`src/rtl/spi_flag_pkg.sv`:
```
package spi_flag_pkg;
    localparam int FLAG_W   = 8;
    localparam int B_ERR    = 7;
    localparam int B_SSL    = 3;
    localparam int B_RXC    = 2;
    localparam int B_TXC    = 1;
    localparam int B_DRE    = 0;
    localparam logic [FLAG_W-1:0] W1C_MASK =
        (FLAG_W'(1) << B_ERR) | (FLAG_W'(1) << B_SSL) | (FLAG_W'(1) << B_TXC);

    typedef enum logic [1:0] {
        TRK_IDLE      = 2'd0,
        TRK_WAIT_ADDR = 2'd1,
        TRK_HIT       = 2'd2,
        TRK_MISS      = 2'd3
    } trk_state_t;
endpackage

```
`src/rtl/spi_ss_edge.sv`:
```
module spi_ss_edge #(
    parameter int SYNC_STAGES = 2
) (
    input  logic clk,
    input  logic rst_n,
    input  logic ss_async,
    output logic ss_fall,
    output logic ss_rise
);
    logic [SYNC_STAGES-1:0] chain;
    logic                   last_q;

    generate
        for (genvar i = 0; i < SYNC_STAGES; i++) begin : g_stage
            if (i == 0) begin : g_first
                always_ff @(posedge clk or negedge rst_n) begin
                    if (!rst_n) chain[0] <= 1'b1;
                    else        chain[0] <= ss_async;
                end
            end else begin : g_next
                always_ff @(posedge clk or negedge rst_n) begin
                    if (!rst_n) chain[i] <= 1'b1;
                    else        chain[i] <= chain[i-1];
                end
            end
        end
    endgenerate

    always_ff @(posedge clk or negedge rst_n) begin
        if (!rst_n) last_q <= 1'b1;
        else        last_q <= chain[SYNC_STAGES-1];
    end

    always_comb begin
        ss_fall = last_q & ~chain[SYNC_STAGES-1];
        ss_rise = ~last_q & chain[SYNC_STAGES-1];
    end

    // edges are exclusive
    p_edges_exclusive_r11: assert property (@(posedge clk) disable iff (!rst_n)
        !(ss_fall && ss_rise));
endmodule

```
`src/rtl/spi_xfer_track.sv`:
```
module spi_xfer_track
    import spi_flag_pkg::*;
(
    input  logic clk,
    input  logic rst_n,
    input  logic host_mode,
    input  logic addr_match_en,
    input  logic ss_fall,
    input  logic ss_rise,
    input  logic rx_word,
    input  logic addr_hit,
    output logic client_done
);
    trk_state_t state_q, state_d;

    always_ff @(posedge clk or negedge rst_n) begin
        if (!rst_n) state_q <= TRK_IDLE;
        else        state_q <= state_d;
    end

    always_comb begin
        state_d = state_q;
        unique case (state_q)
            TRK_IDLE: begin
                if (ss_fall) state_d = TRK_WAIT_ADDR;
            end
            TRK_WAIT_ADDR: begin
                if (ss_rise)      state_d = TRK_IDLE;
                else if (rx_word) state_d = addr_hit ? TRK_HIT : TRK_MISS;
            end
            TRK_HIT, TRK_MISS: begin
                if (ss_rise) state_d = TRK_IDLE;
            end
            default: state_d = TRK_IDLE;
        endcase
    end

    always_comb begin
        client_done = ss_rise && !host_mode &&
                      (!addr_match_en || state_q == TRK_HIT);
    end

    // a rising select always ends the transaction
    p_rise_to_idle_r6: assert property (@(posedge clk) disable iff (!rst_n)
        ss_rise |=> state_q == TRK_IDLE);
    // gated completion requires a matched first word
    p_gate_match_r6: assert property (@(posedge clk) disable iff (!rst_n)
        (client_done && addr_match_en) |-> state_q == TRK_HIT);
endmodule

```
`src/rtl/spi_flag_bits.sv`:
```
module spi_flag_bits
    import spi_flag_pkg::*;
(
    input  logic              clk,
    input  logic              rst_n,
    input  logic              host_mode,
    input  logic              sel_low_det_en,
    input  logic              ss_fall,
    input  logic              client_done,
    input  logic              shift_done,
    input  logic              tx_pending,
    input  logic              tx_moved,
    input  logic              dat_wr,
    input  logic              dat_rd,
    input  logic              rx_word,
    input  logic              rx_disable,
    input  logic              err_ovf,
    input  logic              err_len,
    input  logic              w1c_stb,
    input  logic [FLAG_W-1:0] w1c_data,
    output logic [FLAG_W-1:0] flags_q
);
    logic [FLAG_W-1:0] set_vec, clr_vec, flags_d;

    always_comb begin
        set_vec        = '0;
        set_vec[B_ERR] = err_ovf | err_len;
        set_vec[B_SSL] = ss_fall & ~host_mode & sel_low_det_en;
        set_vec[B_RXC] = rx_word;
        set_vec[B_TXC] = (host_mode & shift_done & ~tx_pending) | client_done;
        set_vec[B_DRE] = tx_moved;

        clr_vec        = w1c_stb ? (w1c_data & W1C_MASK) : '0;
        clr_vec[B_RXC] = dat_rd | rx_disable;
        clr_vec[B_TXC] = clr_vec[B_TXC] | dat_wr;
        clr_vec[B_DRE] = dat_wr;

        flags_d = set_vec | (flags_q & ~clr_vec);
    end

    always_ff @(posedge clk or negedge rst_n) begin
        if (!rst_n) flags_q <= '0;
        else        flags_q <= flags_d;
    end

    p_reserved_zero_r1: assert property (@(posedge clk) disable iff (!rst_n)
        flags_q[6:4] == 3'b000);
    p_err_set_r2: assert property (@(posedge clk) disable iff (!rst_n)
        (err_ovf || err_len) |=> flags_q[B_ERR]);
    p_ssl_cause_r3: assert property (@(posedge clk) disable iff (!rst_n)
        $rose(flags_q[B_SSL]) |-> $past(ss_fall && !host_mode && sel_low_det_en));
    p_rxc_clear_r4: assert property (@(posedge clk) disable iff (!rst_n)
        ((dat_rd || rx_disable) && !rx_word) |=> !flags_q[B_RXC]);
    p_txc_host_r5: assert property (@(posedge clk) disable iff (!rst_n)
        (host_mode && shift_done && !tx_pending) |=> flags_q[B_TXC]);
    p_dre_clear_r8: assert property (@(posedge clk) disable iff (!rst_n)
        (dat_wr && !tx_moved) |=> !flags_q[B_DRE]);
    p_set_wins_r9: assert property (@(posedge clk) disable iff (!rst_n)
        (rx_word && dat_rd) |=> flags_q[B_RXC]);
endmodule

```
`src/rtl/spi_irq_flags.sv`:
```
module spi_irq_flags
    import spi_flag_pkg::*;
#(
    parameter int SYNC_STAGES = 2
) (
    input  logic       clk,
    input  logic       rst_n,
    input  logic       host_mode,
    input  logic       sel_low_det_en,
    input  logic       addr_match_en,
    input  logic       ss_level,
    input  logic       shift_done,
    input  logic       tx_pending,
    input  logic       tx_moved,
    input  logic       dat_wr,
    input  logic       dat_rd,
    input  logic       rx_word,
    input  logic       addr_hit,
    input  logic       rx_disable,
    input  logic       err_ovf,
    input  logic       err_len,
    input  logic       reg_sel,
    input  logic       reg_wr,
    input  logic [7:0] reg_wdata,
    output logic [7:0] reg_rdata,
    output logic [7:0] flags,
    output logic       irq
);
    logic              ss_fall, ss_rise, client_done;
    logic [FLAG_W-1:0] flag_q, ien_q;
    logic              irq_q;

    spi_ss_edge #(.SYNC_STAGES(SYNC_STAGES)) u_edge (
        .clk      (clk),
        .rst_n    (rst_n),
        .ss_async (ss_level),
        .ss_fall  (ss_fall),
        .ss_rise  (ss_rise)
    );

    spi_xfer_track u_trk (
        .clk           (clk),
        .rst_n         (rst_n),
        .host_mode     (host_mode),
        .addr_match_en (addr_match_en),
        .ss_fall       (ss_fall),
        .ss_rise       (ss_rise),
        .rx_word       (rx_word),
        .addr_hit      (addr_hit),
        .client_done   (client_done)
    );

    spi_flag_bits u_bits (
        .clk            (clk),
        .rst_n          (rst_n),
        .host_mode      (host_mode),
        .sel_low_det_en (sel_low_det_en),
        .ss_fall        (ss_fall),
        .client_done    (client_done),
        .shift_done     (shift_done),
        .tx_pending     (tx_pending),
        .tx_moved       (tx_moved),
        .dat_wr         (dat_wr),
        .dat_rd         (dat_rd),
        .rx_word        (rx_word),
        .rx_disable     (rx_disable),
        .err_ovf        (err_ovf),
        .err_len        (err_len),
        .w1c_stb        (reg_wr && !reg_sel),
        .w1c_data       (reg_wdata),
        .flags_q        (flag_q)
    );

    always_ff @(posedge clk or negedge rst_n) begin
        if (!rst_n) begin
            ien_q <= '0;
            irq_q <= 1'b0;
        end else begin
            if (reg_wr && reg_sel) ien_q <= reg_wdata;
            irq_q <= |(flag_q & ien_q);
        end
    end

    always_comb begin
        flags     = flag_q;
        irq       = irq_q;
        reg_rdata = reg_sel ? ien_q : flag_q;
    end

    p_irq_follow_r10: assert property (@(posedge clk) disable iff (!rst_n)
        (flags == 8'h00) |=> !irq);
endmodule

```
`config.mk`:
```
export PLATFORM = sky130hd
export DESIGN_NAME = spi_irq_flags
export DESIGN_NICKNAME = d
export VERILOG_FILES = /design/src/rtl/spi_flag_pkg.sv /design/src/rtl/spi_ss_edge.sv /design/src/rtl/spi_xfer_track.sv /design/src/rtl/spi_flag_bits.sv /design/src/rtl/spi_irq_flags.sv
export SDC_FILE = /design/constraint.sdc
export NUM_CORES = 1
export LEC_CHECK = 0
export BUFFER_PORTS_ARGS = -buffer_cell sky130_fd_sc_hd__buf_2
export CAP_MARGIN = 25
export CORE_ASPECT_RATIO = 1.75
export CORE_MARGIN = 10
export CORE_UTILIZATION = 25
export DETAILED_ROUTE_END_ITERATION = 7
export PLACE_DENSITY_LB_ADDON = 0.3
export SKIP_LAST_GASP = 1
export SLEW_MARGIN = 20
export SYNTH_ARGS = -nofsm -noshare
export SYNTH_HDL_FRONTEND = slang
export SYNTH_SLANG_ARGS = --single-unit
```
`constraint.sdc`:
```
create_clock -name clk -period 1.7 [get_ports clk]
set_input_delay 0.34 -clock clk [delete_from_list [all_inputs] [get_ports clk]]
set_output_delay 0.34 -clock clk [all_outputs]
set_load 0.02 [all_outputs]
```
# [After elaboration in Yosys (flattened, before gate mapping)]
# Cells that the tools add are included.
[word_totals] inputBits=26 reg_bits=22
[op_classes] bitwise_logic=18 reduce_logical=12 eq_ne=6 muxes=8
[ops] op="bitwise AND 8 bit" n=2
[ops] op="two-way mux 8 bit" n=2
[ops] op="two-way mux 2 bit" n=4
[ops] op="inverter 8 bit" n=1
[ops] op="OR 8 bit" n=1
[ops] op="OR reduction 8 bit" n=1
[ops] op="bitwise AND 1 bit" n=6
[ops] op="one-hot mux 2 bit (3 select lines)" n=1
[ops] op="equality test 2 bit (second input constant)" n=2
[ops] op="logical AND 1 bit" n=4
[ops] op="!= test 2 x 1 -> 1 bit (second input constant)" n=2
[ops] op="inverter 1 bit" n=4
[ops] op="OR 1 bit" n=4
[ops] op="zero test 1 bit" n=3
[ops] op="!= test 3 x 2 -> 1 bit (second input constant)" n=1
[ops] op="AND reduction 3 bit" n=1
[ops] op="equality test 2 x 1 -> 1 bit (second input constant)" n=1
[ops] op="zero test 2 bit" n=1
[ops] op="OR reduction 2 bit" n=1
[ops] op="logical OR 1 bit" n=1
[ops] op="two-way mux 1 bit" n=1

# [Logic depth before layout (Yosys ltp)]
[depth] depth_word=7 mapped_depth=4

# [Modules after synthesis]
# Synthesis repeated with hierarchy kept, for this count alone.
[hier_totals] cells_unflattened=69 area_unflattened_um2=928.4
[modules_own_cells] mod="spi_irq_flags" cells_each=33 area_each_um2=511.7 instances=1
[modules_own_cells] mod="spi_flag_bits" cells_each=21 area_each_um2=225.2 instances=1
[modules_own_cells] mod="spi_xfer_track" cells_each=10 area_each_um2=97.6 instances=1
[modules_own_cells] mod="spi_ss_edge" cells_each=5 area_each_um2=93.8 instances=1

# [Worst setup path after synthesis]
# OpenSTA, ideal clock, no wires.
[synth_timing] kind="input to output" start="input reg_sel" end="output reg_rdata[0]" t_arrival_ns=0.843 stages=2 path_slack_ns=0.517 path_buffers=1 path_cell_list="buf_6 > mux2_2"
[synth_via] elab_chain_len=1
[synth_rtl] element="from (decl)" line="spi_irq_flags.sv:22" source="input logic reg_sel,"
[synth_rtl] element="two-way mux 8 bit" line="spi_irq_flags.sv:87" source="reg_rdata = reg_sel ? ien_q : flag_q;"
[synth_rtl] element="to (decl)" line="spi_irq_flags.sv:25" source="output logic [7:0] reg_rdata,"
# No other way between the ends.

# [Worst setup path after layout]
[layout_timing] start="input reg_sel" end="output reg_rdata[1]"
# The elaborated chain is that of the path after synthesis.

==> impl.org <==
** Run status
- Status :: finished clean

** Floorplanning
- From bottom edge to top edge, the die measures roughly 98 microns.
- Once the floorplan was initialized, standard cells occupied ~26% of the core.
- Core Rows :: 28
- Die X :: roughly 65 microns
- Core Footprint :: between 3000 and 4000 sq um
- 43 I/O pins were placed.
- The floorplan step defined a die boundary enclosing approximately 6300 sq um.

** Clock network
- Clock-pin slew on the worst setup and hold paths :: 0.08 ns
- CTS tree :: yes
- After clock tree synthesis, the flow added hold-fix buffers numbering 0.
- Counting the buffers created by CTS gives 3.
- Number of cells upsized or downsized after cts :: 0
- Number of setup buffers added after CTS :: 0
- Clock insertion delay at the later pin of the skew report :: between 0.2 and 0.3 ns
- The tree is rooted in a clkbuf_8.
- CTS built an H-tree with a depth of 1.
- The clock passes through at most 2 buffers.
- Clock Sinks :: 19

** Logic synthesis
- After synthesis the netlist holds a flip-flop and latch count of 19.
- Number of cells produced by synthesis :: slightly below 70
- Synth Area per Inst :: 12.6 sq um
- Synth cell types :: 24
- Netlist Area Pre-Place :: 872 sq um
- After synthesis, flip-flops and latches occupy ~55% of the total area.
- Synth warnings :: 0

** Setup path
- Reg2Reg Setup Slack :: 0.52 ns
- STA classifies the critical path startpoint as an input pin.
- Critical path origin :: reg_sel
- In this run the worst path has a maximum fanout of 10.
- Walking the worst path, the cells encountered are buf_2, mux2_2, buf_2.
- Counting cells, the worst reg-to-reg path comes to 3.
- Element type at the critical path end :: primary output
- Critical path data required time :: approximately 1.4 ns
- Crit-path slowest cell :: mux2_2
- CP Data Arrival Time :: roughly 1.1 ns
- The worst register-to-register path begins at u_trk.state_q[0].
- Cell type with the highest occurrence count on the critical path :: buf_2
- For this run, the slowest stage of the critical path takes between 0.3 and 0.4 ns.
- Capture instance of the worst register-to-register path :: u_bits.flags_q[1]
- Type of the worst setup path :: input pin to primary output

** Final layout
- Post-layout net count :: between 100 and 150
- The number of antenna diodes in the final layout is 0.
- Once layout is done, the placed cells without fillers occupy 1140 sq um.
- Leaving out fill and tap cells, the most frequent cell in the layout is buf_2.
- Cells with a size suffix above 1 make up approximately 57% of the layout.
- In the layout the commonest cells are 39 x buf_2, 16 x dfrtp_1, 13 x mux2_2.
- Relative to the synthesized area, the layout overhead comes to 31.1%.

** GRT
- In the global route stage, overall resource usage came out at 7.19%.
- The first global-routing pass estimated roughly 3600 microns of wire.
- Largest net degree at the start of global routing :: 20
- Global routing finished with a remaining overflow of 0.
- The initial antenna violation count came to 0.
- Number of global-route vias before repair :: 763

** Detailed routing
- Post-route antenna net violation count :: 0
- Across all layers, the routed design uses between 600 and 700 vias.
- Via density per instance :: 4.30
- Drt first-iter violations :: 23
- Post-Route WL :: between 2000 and 2500 microns
- Final routed wire length divided by cell count :: roughly 14 microns
- DRC violations left :: 0
- For this run, the detailed router's first-pass iteration total came to 4.

** STA
- For the final database, setup skew stands at around 0.009 ns.
- Max-slew violation total from the final report :: 0
- Of the available clock period, the critical path in the final layout requires 84.6%.
- Minimum clock period :: approximately 1.4 ns
- Setup repair after global routing missed its margin :: false
- Maximum clock rate :: between 600 and 700 MHz
- On the final layout, the worst hold slack is slightly below 0.01 ns.
- Setup violations remaining at the end of the flow were counted as 0.
- Final Hold Violating Endpoints :: 0
- Setup TNS :: 0 ns

** Pwr
- Power density over the cells :: about 980 nW/um^2
- After layout, the design draws a total of between 0.001 and 0.0015 W.
- Leakage :: around 0.55 nW
- VDD sags by at most 0.613 mV.

** Worst hold path
- The min-delay analysis places its worst path in the category input pin to async pin.

** Placed design
- At the end of routability-driven placement, the weighted congestion stood at approximately 0.7.
- Detailed placement ended at an HPWL of 1850 microns.
- I/O Buffers :: 39
- Cell area after placement :: between 1000 and 1500 sq um

** Run
- Number of max-capacitance violations reported :: 0
[state kept, by name, indices dropped and copies added, names as in the netlist]
| signal | cells |
|---|---|
| u_edge.chain | 2 |
| u_trk.state_q | 2 |
| u_bits.flags_q | 5 |
| irq | 1 |
| u_edge.last_q | 1 |
| ien_q | 8 |
[cell families after synthesis]
group / Yosys count / synth area share (%)
buffers and inverters: 7 / 5.16
muxes: 13 / 16.8
and+or+nand+nor: 17 / 11.6
AOI/OAI and AO/OA: 12 / 11.0
DFF: 19 / 54.9
other: 1 / 0.430
[routing by layer]
metal / routed length (microns) / track usage [%] / vias to the layer above / share of wire (%)
met5: 0 / 0 / - / 0
met4: 29 / 2.48 / 0 / 1.3
met3: 156 / 2.63 / 4 / 7.1
met2: 1150 / 12.5 / 26 / 53
met1: 843 / 7.69 / 317 / 39
li1: - / - / 319 / -
[critical path, delay by kind of cell]
kind	cells	cell delay [ns]
buffers and inverters	2	0.39
muxes	1	0.37
[metrics by stage]
step                      cells  worst slack (ns)  utilization, %
after CTS                   155             0.247            34.0
after detailed placement    151             0.252            32.6
final                       155             0.262            34.0
after floorplan              71             0.517               -
after global placement      151             0.256            32.6
after global routing        155             0.193            34.0
[worst max-delay path by stage]
stage                     slack (ns)      endpoint
after global placement          0.26  reg_rdata[3]
after global routing            0.19  reg_rdata[0]
after floorplan                 0.52  reg_rdata[0]
after detailed placement        0.25  reg_rdata[1]
final                           0.26  reg_rdata[1]
after CTS                       0.25  reg_rdata[1]
[cell type report]
type	count	area, sq um
clock buffers	3	41.3
clock inverters	1	5.00
fillers	392	2220
inverters	3	11.3
multi-input cells	45	355
flip-flops and latches	19	479
well taps	45	56.3
repair buffers	39	195
[cell usage after synthesis, drive strengths merged]
cell type,instances,area share (%)
nor2,4,1.7
o21ai,1,0.57
a21o,2,1.7
a32o,1,1.1
buf,4,3.9
a22oi,1,0.86
nor2b,2,2.3
a211o,1,1.0
a2111oi,1,1.7
dfrtp,16,46
dfstp,3,9.0
a311o,1,1.1
conb,1,0.43
nand2b,1,1.6
and2,3,2.2
nand2,6,2.9
inv,3,1.3
a21oi,3,1.7
a222oi,1,1.1
mux2,13,17
nand4b,1,1.0
[report_power, final]
group / switching (W) / total [W] / internal (W)
clock: 0.000147 / 0.000310 / 0.000163
combinational: 0.000131 / 0.000251 / 0.000120
sequential: 0.0000442 / 0.000555 / 0.000510
Power figures use the tool's default switching activity.
